`src/rtl/pwb_pkg.sv`:
```
package pwb_pkg;
  localparam int unsigned PWB_ADDR_W = 7;
  localparam int unsigned PWB_DATA_W = 8;
  localparam int unsigned PWB_PAGE   = 8;

  typedef enum logic [1:0] {
    FR_HOLD   = 2'd0,
    FR_COMMIT = 2'd1,
    FR_DROP   = 2'd2
  } frame_dec_e;
endpackage

```
`src/rtl/pwb_slot_store.sv`:
```
module pwb_slot_store #(
  parameter int unsigned DATA_W     = 8,
  parameter int unsigned PAGE_BYTES = 8,
  localparam int unsigned OFS_W     = $clog2(PAGE_BYTES)
) (
  input  logic                  clk,
  input  logic                  rst_n,
  input  logic                  load,
  input  logic [OFS_W-1:0]      load_ofs,
  input  logic                  wr_en,
  input  logic [DATA_W-1:0]     wr_data,
  input  logic                  clear,
  input  logic [OFS_W-1:0]      rd_idx,
  output logic [DATA_W-1:0]     rd_data,
  output logic [PAGE_BYTES-1:0] filled,
  output logic [OFS_W-1:0]      ptr
);
  logic [PAGE_BYTES-1:0][DATA_W-1:0] slot_flat;

  // Slot pointer: wraps inside the page by its width
  always_ff @(posedge clk or negedge rst_n) begin
    if (!rst_n)      ptr <= '0;
    else if (load)   ptr <= load_ofs;
    else if (wr_en)  ptr <= ptr + 1'b1;
  end

  for (genvar g = 0; g < PAGE_BYTES; g++) begin : g_slot
    logic [DATA_W-1:0] d_q;
    logic              f_q;
    always_ff @(posedge clk or negedge rst_n) begin
      if (!rst_n) begin
        d_q <= '0;
        f_q <= 1'b0;
      end else if (clear || load) begin
        f_q <= 1'b0;
      end else if (wr_en && ptr == OFS_W'(g)) begin
        d_q <= wr_data;
        f_q <= 1'b1;
      end
    end
    assign slot_flat[g] = d_q;
    assign filled[g]    = f_q;
  end

  assign rd_data = slot_flat[rd_idx];

  AST_FILL_NEEDS_WRITE: assert property (@(posedge clk) disable iff (!rst_n)
    (!wr_en && !load && !clear) |=> $stable(filled));
endmodule

```
`src/rtl/pwb_commit_ctrl.sv`:
```
module pwb_commit_ctrl #(
  parameter int unsigned PAGE_BYTES   = 8,
  parameter int unsigned WRITE_CYCLES = 16,
  localparam int unsigned CNT_W  = (WRITE_CYCLES > 1) ? $clog2(WRITE_CYCLES) : 1,
  localparam int unsigned SCAN_W = $clog2(PAGE_BYTES) + 1
) (
  input  logic              clk,
  input  logic              rst_n,
  input  logic              commit,
  output logic              busy,
  output logic              done,
  output logic              finish,
  output logic              scan_active,
  output logic [SCAN_W-1:0] scan_idx
);
  logic [CNT_W-1:0] cnt;

  assign finish      = busy && (cnt == '0);
  assign scan_active = busy && (scan_idx < SCAN_W'(PAGE_BYTES));

  always_ff @(posedge clk or negedge rst_n) begin
    if (!rst_n) begin
      busy     <= 1'b0;
      done     <= 1'b0;
      cnt      <= '0;
      scan_idx <= '0;
    end else begin
      done <= 1'b0;
      if (commit && !busy) begin
        busy     <= 1'b1;
        cnt      <= CNT_W'(WRITE_CYCLES - 1);
        scan_idx <= '0;
      end else if (busy) begin
        if (cnt == '0) begin
          busy <= 1'b0;
          done <= 1'b1;
        end else begin
          cnt <= cnt - 1'b1;
        end
        if (scan_idx != SCAN_W'(PAGE_BYTES)) scan_idx <= scan_idx + 1'b1;
      end
    end
  end

  AST_DONE_ONE_CYCLE: assert property (@(posedge clk) disable iff (!rst_n)
    done |=> !done);
  AST_DONE_AT_BUSY_FALL: assert property (@(posedge clk) disable iff (!rst_n)
    $fell(busy) |-> done);
  AST_SCAN_EARLY: assert property (@(posedge clk) disable iff (!rst_n)
    (busy && !scan_active) |=> (!busy || !scan_active));
endmodule

```
`src/rtl/pwb_page_writer.sv`:
```
module pwb_page_writer
  import pwb_pkg::*;
#(
  parameter int unsigned ADDR_W       = PWB_ADDR_W,
  parameter int unsigned DATA_W       = PWB_DATA_W,
  parameter int unsigned PAGE_BYTES   = PWB_PAGE,
  parameter int unsigned WRITE_CYCLES = 16,
  localparam int unsigned OFS_W  = $clog2(PAGE_BYTES),
  localparam int unsigned PG_W   = ADDR_W - OFS_W,
  localparam int unsigned SCAN_W = OFS_W + 1
) (
  input  logic              clk,
  input  logic              rst_n,
  input  logic              start_valid,
  input  logic [ADDR_W-1:0] start_addr,
  input  logic              in_valid,
  output logic              in_ready,
  input  logic [DATA_W-1:0] in_data,
  input  logic              cs_rise,
  input  logic              cs_aligned,
  input  logic              wr_permit,
  output logic              mem_we,
  output logic [ADDR_W-1:0] mem_addr,
  output logic [DATA_W-1:0] mem_wdata,
  output logic              busy,
  output logic              done
);
  logic [PG_W-1:0]       page_q;
  logic [PAGE_BYTES-1:0] filled;
  logic [OFS_W-1:0]      ptr;
  logic [SCAN_W-1:0]     scan_idx;
  logic                  scan_active, finish, commit, accept, load, clear;
  logic [DATA_W-1:0]     rd_data;
  frame_dec_e            dec;

  assign in_ready = !busy;
  assign accept   = in_valid && in_ready;
  assign load     = start_valid && !busy;

  always_comb begin
    dec = FR_HOLD;
    if (cs_rise && !busy) begin
      if (cs_aligned && wr_permit && (|filled)) dec = FR_COMMIT;
      else                                       dec = FR_DROP;
    end
  end

  assign commit = (dec == FR_COMMIT);
  assign clear  = (dec == FR_DROP) || finish;

  always_ff @(posedge clk or negedge rst_n) begin
    if (!rst_n)    page_q <= '0;
    else if (load) page_q <= start_addr[ADDR_W-1:OFS_W];
  end

  pwb_slot_store #(.DATA_W(DATA_W), .PAGE_BYTES(PAGE_BYTES)) u_store (
    .clk      (clk),
    .rst_n    (rst_n),
    .load     (load),
    .load_ofs (start_addr[OFS_W-1:0]),
    .wr_en    (accept),
    .wr_data  (in_data),
    .clear    (clear),
    .rd_idx   (scan_idx[OFS_W-1:0]),
    .rd_data  (rd_data),
    .filled   (filled),
    .ptr      (ptr)
  );

  pwb_commit_ctrl #(.PAGE_BYTES(PAGE_BYTES), .WRITE_CYCLES(WRITE_CYCLES)) u_ctrl (
    .clk         (clk),
    .rst_n       (rst_n),
    .commit      (commit),
    .busy        (busy),
    .done        (done),
    .finish      (finish),
    .scan_active (scan_active),
    .scan_idx    (scan_idx)
  );

  assign mem_we    = scan_active && filled[scan_idx[OFS_W-1:0]];
  assign mem_addr  = {page_q, scan_idx[OFS_W-1:0]};
  assign mem_wdata = rd_data;

  AST_WE_IN_BUSY: assert property (@(posedge clk) disable iff (!rst_n)
    mem_we |-> busy);
  AST_COMMIT_TO_BUSY: assert property (@(posedge clk) disable iff (!rst_n)
    commit |=> busy);
  AST_MISALIGNED_IDLE: assert property (@(posedge clk) disable iff (!rst_n)
    (cs_rise && !busy && !cs_aligned) |=> !busy);
  AST_DENIED_IDLE: assert property (@(posedge clk) disable iff (!rst_n)
    (cs_rise && !busy && !wr_permit) |=> !busy);
  AST_EMPTY_IDLE: assert property (@(posedge clk) disable iff (!rst_n)
    (cs_rise && !busy && filled == '0) |=> !busy);
  AST_PTR_FROZEN_BUSY: assert property (@(posedge clk) disable iff (!rst_n)
    busy |=> $stable(ptr));
  AST_PAGE_FROZEN_BUSY: assert property (@(posedge clk) disable iff (!rst_n)
    busy |=> $stable(page_q));
endmodule

```
`config.mk`:
```
export PLATFORM = sky130hd
export DESIGN_NAME = pwb_page_writer
export DESIGN_NICKNAME = d
export VERILOG_FILES = /design/src/rtl/pwb_pkg.sv /design/src/rtl/pwb_slot_store.sv /design/src/rtl/pwb_commit_ctrl.sv /design/src/rtl/pwb_page_writer.sv
export SDC_FILE = /design/constraint.sdc
export NUM_CORES = 1
export LEC_CHECK = 0
export BUFFER_PORTS_ARGS = -buffer_cell sky130_fd_sc_hd__buf_2
export CAP_MARGIN = 25
export CORE_UTILIZATION = 45
export DETAILED_ROUTE_END_ITERATION = 8
export PLACE_DENSITY = 0.63
export REMOVE_ABC_BUFFERS = 1
export SYNTH_ARGS = -nofsm -noshare
export SYNTH_HDL_FRONTEND = slang
export SYNTH_SLANG_ARGS = --single-unit
```
`constraint.sdc`:
```
create_clock -name clk -period 2.4 [get_ports clk]
set_input_delay 0.12 -clock clk [delete_from_list [all_inputs] [get_ports clk]]
set_output_delay 0.12 -clock clk [all_outputs]
set_load 0.02 [all_outputs]
```
# Word-level counts from Yosys, hierarchy flattened
# Index checks and enable logic that the tools add are counted.
[op_classes] n_addsub=3 magnitude_cmp=2 eq_ne=11 n_mux=36 n_bitwise=1 n_reduce_logical=44
[op_table] operator="8-bit binary-select mux with 3-bit select" n=1
[op_table] operator="4-bit two-way mux" n=6
[op_table] operator="1-bit two-way mux" n=23
[op_table] operator="2-bit nonzero test" n=11
[op_table] operator="2-bit AND reduction" n=10
[op_table] operator="1-bit logical AND" n=17
[op_table] operator="3-bit equality test, second input constant" n=4
[op_table] operator="8-bit two-way mux" n=1
[op_table] operator="8-bit OR reduction" n=1
[op_table] operator="3-bit by 2-bit equality test with 1-bit output, second input constant" n=2
[op_table] operator="3-bit two-way mux" n=2
[op_table] operator="4-bit by 1-bit adder with 4-bit output, second input constant" n=1
[op_table] operator="4-bit logical NOT" n=1
[op_table] operator="3-bit by 4-bit less-than comparator with 1-bit output, second input constant" n=1
[op_table] operator="4-bit less-than comparator, second input constant" n=1
[op_table] operator="2-bit two-way mux" n=2
[op_table] operator="4-bit != test, second input constant" n=1
[op_table] operator="4-bit by 1-bit subtractor with 4-bit output, second input constant" n=1
[op_table] operator="3-bit by 1-bit adder with 3-bit output, second input constant" n=1
[op_table] operator="1-bit binary-select mux with 3-bit select" n=1
[op_table] operator="3-bit by 1-bit equality test with 1-bit output, second input constant" n=1
[op_table] operator="3-bit logical NOT" n=1
[op_table] operator="2-bit by 1-bit equality test with 1-bit output, second input constant" n=1
[op_table] operator="2-bit equality test, second input constant" n=1
[op_table] operator="other kinds (4)" n=5
[totals] regBits=89 input_bits=22 wordCells=119

# Logic depth before layout (Yosys ltp)
[depth] word_depth=9 mapped_depth=6 ltp_nobuf=6

# Cells and area by module
# A second synthesis with hierarchy kept.
[unflattened] hier_cells=300 hier_area_um2=4411.7
[modules_own_cells] module="pwb_slot_store" instances=1 cells_each=222 area_per_inst_um2=3575.9 seq_area_each_um2=1876.8
[modules_own_cells] module="pwb_commit_ctrl" instances=1 cells_each=52 area_per_inst_um2=559.3 seq_area_each_um2=250.2
[modules_own_cells] module="pwb_page_writer" instances=1 cells_each=26 area_per_inst_um2=276.5 seq_area_each_um2=100.1

# Worst setup path after synthesis
# No wires, ideal clock.
[synth_path] kind="flip-flop to flip-flop" startpoint="register u_ctrl.busy" endpoint="register u_store.g_slot[0].d_q[0]" setup_time_ps=125 arrival_ps=1972 required_time_ps=2275 slack_ps=303 path_stages_with_launch=5 n_path_buf=0 period_less_slack_ps=2097 cell_sequence="dfrtp_1 > inv_2 > nand3_2 > a2111oi_4 > mux2_2"
[synth_between] elab_chain_len=8
[synth_lines] element="start: declaration" line_no="pwb_commit_ctrl.sv:10" text="output logic busy,"
[synth_lines] element="start signal: assignment" line_no="pwb_commit_ctrl.sv:23" text="busy <= 1'b0;"
[synth_lines] element="start signal: assignment" line_no="pwb_commit_ctrl.sv:30" text="busy <= 1'b1;"
[synth_lines] element="start signal: assignment" line_no="pwb_commit_ctrl.sv:35" text="busy <= 1'b0;"
[synth_lines] element="1-bit logical NOT (*)" line_no="pwb_page_writer.sv:36" text="assign in_ready = !busy;"
[synth_lines] element="via in_ready" line_no="pwb_page_writer.sv:17" text="output logic in_ready,"
[synth_lines] element="1-bit logical AND" line_no="pwb_page_writer.sv:42" text="if (cs_rise && !busy) begin"
[synth_lines] element="2-bit two-way mux" line_no="pwb_page_writer.sv:42"
[synth_lines] element="2-bit equality test" line_no="pwb_page_writer.sv:49" text="assign clear = (dec == FR_DROP) || finish;"
[synth_lines] element="1-bit logical OR" line_no="pwb_page_writer.sv:49"
[synth_lines] element="1-bit logical OR" line_no="pwb_slot_store.sv:34" text="end else if (clear || load) begin"
[synth_lines] element="1-bit inverter (no source line)"
[synth_lines] element="2-bit AND reduction (no source line) (*)"
[synth_lines] element="end signal: assignment" line_no="pwb_slot_store.sv:37" text="d_q <= wr_data;"
[synth_lines] element="end: declaration" line_no="pwb_slot_store.sv:28" text="logic [DATA_W-1:0] d_q;"
# Mark *: on every way through the listed nets, which the timed path passes. The rest lies on a longest branch.
# A chain may end at the register's enable or synchronous reset.

# Worst setup path after layout
[layout_path] startpoint="register u_store.g_slot[2].f_q" endpoint="register u_store.g_slot[1].d_q[4]"
[layout_between] elab_chain_len=9
[layout_lines] element="start: declaration" line_no="pwb_slot_store.sv:29" text="logic f_q;"
[layout_lines] element="start signal: assignment" line_no="pwb_slot_store.sv:33" text="f_q <= 1'b0;"
[layout_lines] element="start signal: assignment" line_no="pwb_slot_store.sv:35" text="f_q <= 1'b0;"
[layout_lines] element="start signal: assignment" line_no="pwb_slot_store.sv:38" text="f_q <= 1'b1;"
[layout_lines] element="8-bit OR reduction" line_no="pwb_page_writer.sv:43" text="if (cs_aligned && wr_permit && (|filled)) dec = FR_COMMIT;"
[layout_lines] element="1-bit logical AND" line_no="pwb_page_writer.sv:43"
[layout_lines] element="2-bit two-way mux" line_no="pwb_page_writer.sv:43"
[layout_lines] element="2-bit two-way mux" line_no="pwb_page_writer.sv:42"
[layout_lines] element="2-bit equality test" line_no="pwb_page_writer.sv:49"
[layout_lines] element="1-bit logical OR" line_no="pwb_page_writer.sv:49"
[layout_lines] element="1-bit logical OR" line_no="pwb_slot_store.sv:34"
[layout_lines] element="1-bit inverter (no source line)"
[layout_lines] element="2-bit AND reduction (no source line)"
[layout_lines] element="end signal: assignment" line_no="pwb_slot_store.sv:37"
[layout_lines] element="end: declaration" line_no="pwb_slot_store.sv:28"
# No other way between the ends.

==> flow_metrics.tcl <==
set metrics [dict create \
    layout_commonest_cell "dfrtp_1" \
    gp_congestion 0.6981 \
    clock.fmax_mhz 448.4 \
    rows 35 \
    wire_per_inst_um 18.45 \
    end_kind "flip-flop" \
    internal_power_uw 3714 \
    hold_violations 0 \
    grt_pass1_vias 2688 \
    ctsResizeCount 0 \
    final_nets 374 \
    antenna_found_initial 0 \
    cp_data_arrival_time_ns 2.48 \
    drt_wl_total_mm 8.802 \
    cts_tree "built" \
    fin_crit_ns 2.230 \
    dr.first_iter.drc_count 65 \
    drive_above_1_share_pct 52.59 \
    worstSetupPathType "flip-flop to flip-flop" \
    grt_pass1_wl_mm 14.35 \
    drv_cap 0 \
    dr.pass1.iters 4 \
    cts.clk_slew.worst_paths_ns 0.09 \
    final_area_sq_um 5021 \
    insertion_delay_ns 0.37 \
    slew_headroom_pct 32.67 \
    finClkSkew_ns 0.01381 \
    fill_cells 812 \
    yosys_warnings 0 \
    whs_path_depth 3 \
    ff2ff_path_depth 5 \
    vias 2588 \
    seq_area_sq_um 2227 \
    startpoint_type "flip-flop" \
    synth_cells 287 \
    gr-usage-all-layers_pct 19.34 \
    worstMarginPinSlew_ns 0.9942 \
    grt_setup_unrepaired "false" \
    dieHeight_um 100.0 \
    antenna_cells 0 \
    cp_max_fo 9 \
    die_area_sq_um 10010 \
    clkPwrFrac_pct 18.8 \
    switchingPower_uw 1890 \
    setup_viol 0 \
    hpwl_mm 5.819 \
    syn-cell-area_sq_um 4325 \
    synth-edff-count 0 \
    antenna_left 0 \
    cts_buffer_depth 2 \
    worstPathRequired_ns 2.65 \
    power.density_nw_per_um2 1116 \
    root_buffer "clkbuf_8" \
    fin_tns_setup_ns 0 \
    cts_buffers 9 \
    initial_utilization_pct 46.59 \
    h-tree-depth 3 \
    status "finished, final reports clean" \
    vias_per_cell 5.426 \
    grt_max_degree 40 \
    reg2reg_from "u_store.g_slot[2].f_q" \
    io_pins 41 \
    hp-start "start_addr[2]" \
    critPathLaunch "u_store.g_slot[2].f_q" \
    async_flop_share_pct 100.0 \
    min_path_type "input pin to flip-flop" \
    synth_seq_area_share_pct 51.49 \
    irDropWorstVdd_mv 0.4716 \
    multiInputGateArea_sq_um 1994 \
    seqPwrFrac_pct 42.6 \
    cts_sinks 89 \
    placed_cell_area_sq_um 4767 \
    ys_types 38 \
    ys_seq_elements 89 \
    final_cell_mix "89 x dfrtp_1, 77 x mux2_2, 39 x buf_2, 17 x mux4_2, 11 x nand2_1" \
    core_sq_um 9284 \
    combPwrFrac_pct 38.5 \
    p_leak_uw 0.002335 \
    syn_area_per_cell_sq_um 15.07 \
    globalRoute.totalOverflow 0 \
    finalCritPeriodShare_pct 92.93 \
    p_sw_share_pct 33.72 \
    die_w_um 100.0 \
    p_total_uw 5603 \
    drv_slew 0 \
    synthFlopType "dfrtp_1" \
    port_buffers 40 \
    drc 0 \
    area_delta_synth_final_pct 16.08 \
]
synth_stat cells, drive strengths merged (4+ instances only):
cell,instances,area [sq um]
a2111oi,6,165.2
o21ai,4,20.02
a21o,6,52.55
buf,8,47.54
inv,11,41.29
clkbuf,4,15.01
ha,9,112.6
nand2,11,41.29
dfrtp,89,2227
mux2,77,867.1
nor2,8,30.03
mux4,18,409.2
nand3,5,30.03
o211ai,4,53.80
worst max-delay path, stage by stage (launching register included):
cell and delay [ns]:
dfrtp_1 0.39, or4_4 0.17, o211ai_4 0.09, buf_12 0.16, a2111oi_4 0.89, mux2_2 0.42
timing repair:
item,CTS,global route
hold endpoints to repair,41,0
setup buffers,0,0
hold buffers,5,0
power groups by stage:
stage                     logic (uW)  clock network, uW  registers [uW]
final                           2160               1060            2390
after global routing            2370               1150            2460
after CTS                       2200               1090            2390
after detailed placement        2180                  0            2420
after global placement          2140                  0            2390
after floorplan                 1450                  0            2470
metal layers:
| metal | track usage, % | up-vias | part of all wire, % |
|---|---|---|---|
| met4 | 7.804 | 0 | 1.4 |
| met5 | 0 | - | 0 |
| met2 | 30.82 | 38 | 48 |
| li1 | - | 1186 | - |
| met3 | 2.855 | 11 | 2.4 |
| met1 | 26.87 | 1353 | 48 |
state kept, by name (all words and copies together) (netlist names):
| name | flops |
|---|---|
| u_ctrl.cnt | 4 |
| u_ctrl.scan_idx | 4 |
| u_store.g_slot.d_q | 64 |
| page_q | 4 |
| u_store.g_slot.f_q | 8 |
| u_store.ptr | 3 |
| u_ctrl.done | 1 |
| u_ctrl.busy | 1 |
cells by family after synthesis:
family	Yosys count	share of synthesized area, %
flip-flops	89	51.49
buffers and inverters	23	2.401
adder cells (fa/ha/maj)	9	2.603
multiplexers	97	29.97
AND/OR/NAND/NOR	35	4.224
XOR/XNOR	4	0.8101
AO/OA/AOI/OAI	30	8.505
worst paths after layout:
path | slack (ns) | endpoint
setup / recovery | 0.17 | u_store.g_slot[1].d_q[4]
hold / removal | 0.07 | u_store.ptr[2]
setup reg to reg | 0.17 | u_store.g_slot[1].d_q[4]
hold reg to reg | 0.51 | u_store.g_slot[2].d_q[7]
max in group asynchronous | 1.43 | u_store.g_slot[5].d_q[4]
min in group asynchronous | 0.28 | u_ctrl.cnt[2]
area by class of cell:
class	instances	share of cell area, %
Clock inverter	6	1.520
Clock buffer	10	2.542
Tap cell	129	3.215
Inverter	11	0.8223
Timing Repair Buffer	57	7.825
Multi-Input combinational cell	175	39.72
Sequential cell	89	44.36
per-stage QoR:
step           hold slack, ns  cells  worst slack, ns  utilization (%)
6_report              0.06584    477           0.1697            54.08
5_1_grt               0.08699    477          0.07869            54.08
4_1_cts               0.06242    477           0.1678            54.08
3_5_place_dp           0.1366    456           0.1773            51.35
3_3_place_gp           0.1374    456           0.2091            51.35
2_1_floorplan         -0.1756    275           0.2007                -
No activity file was read; power rests on OpenSTA's default activity.
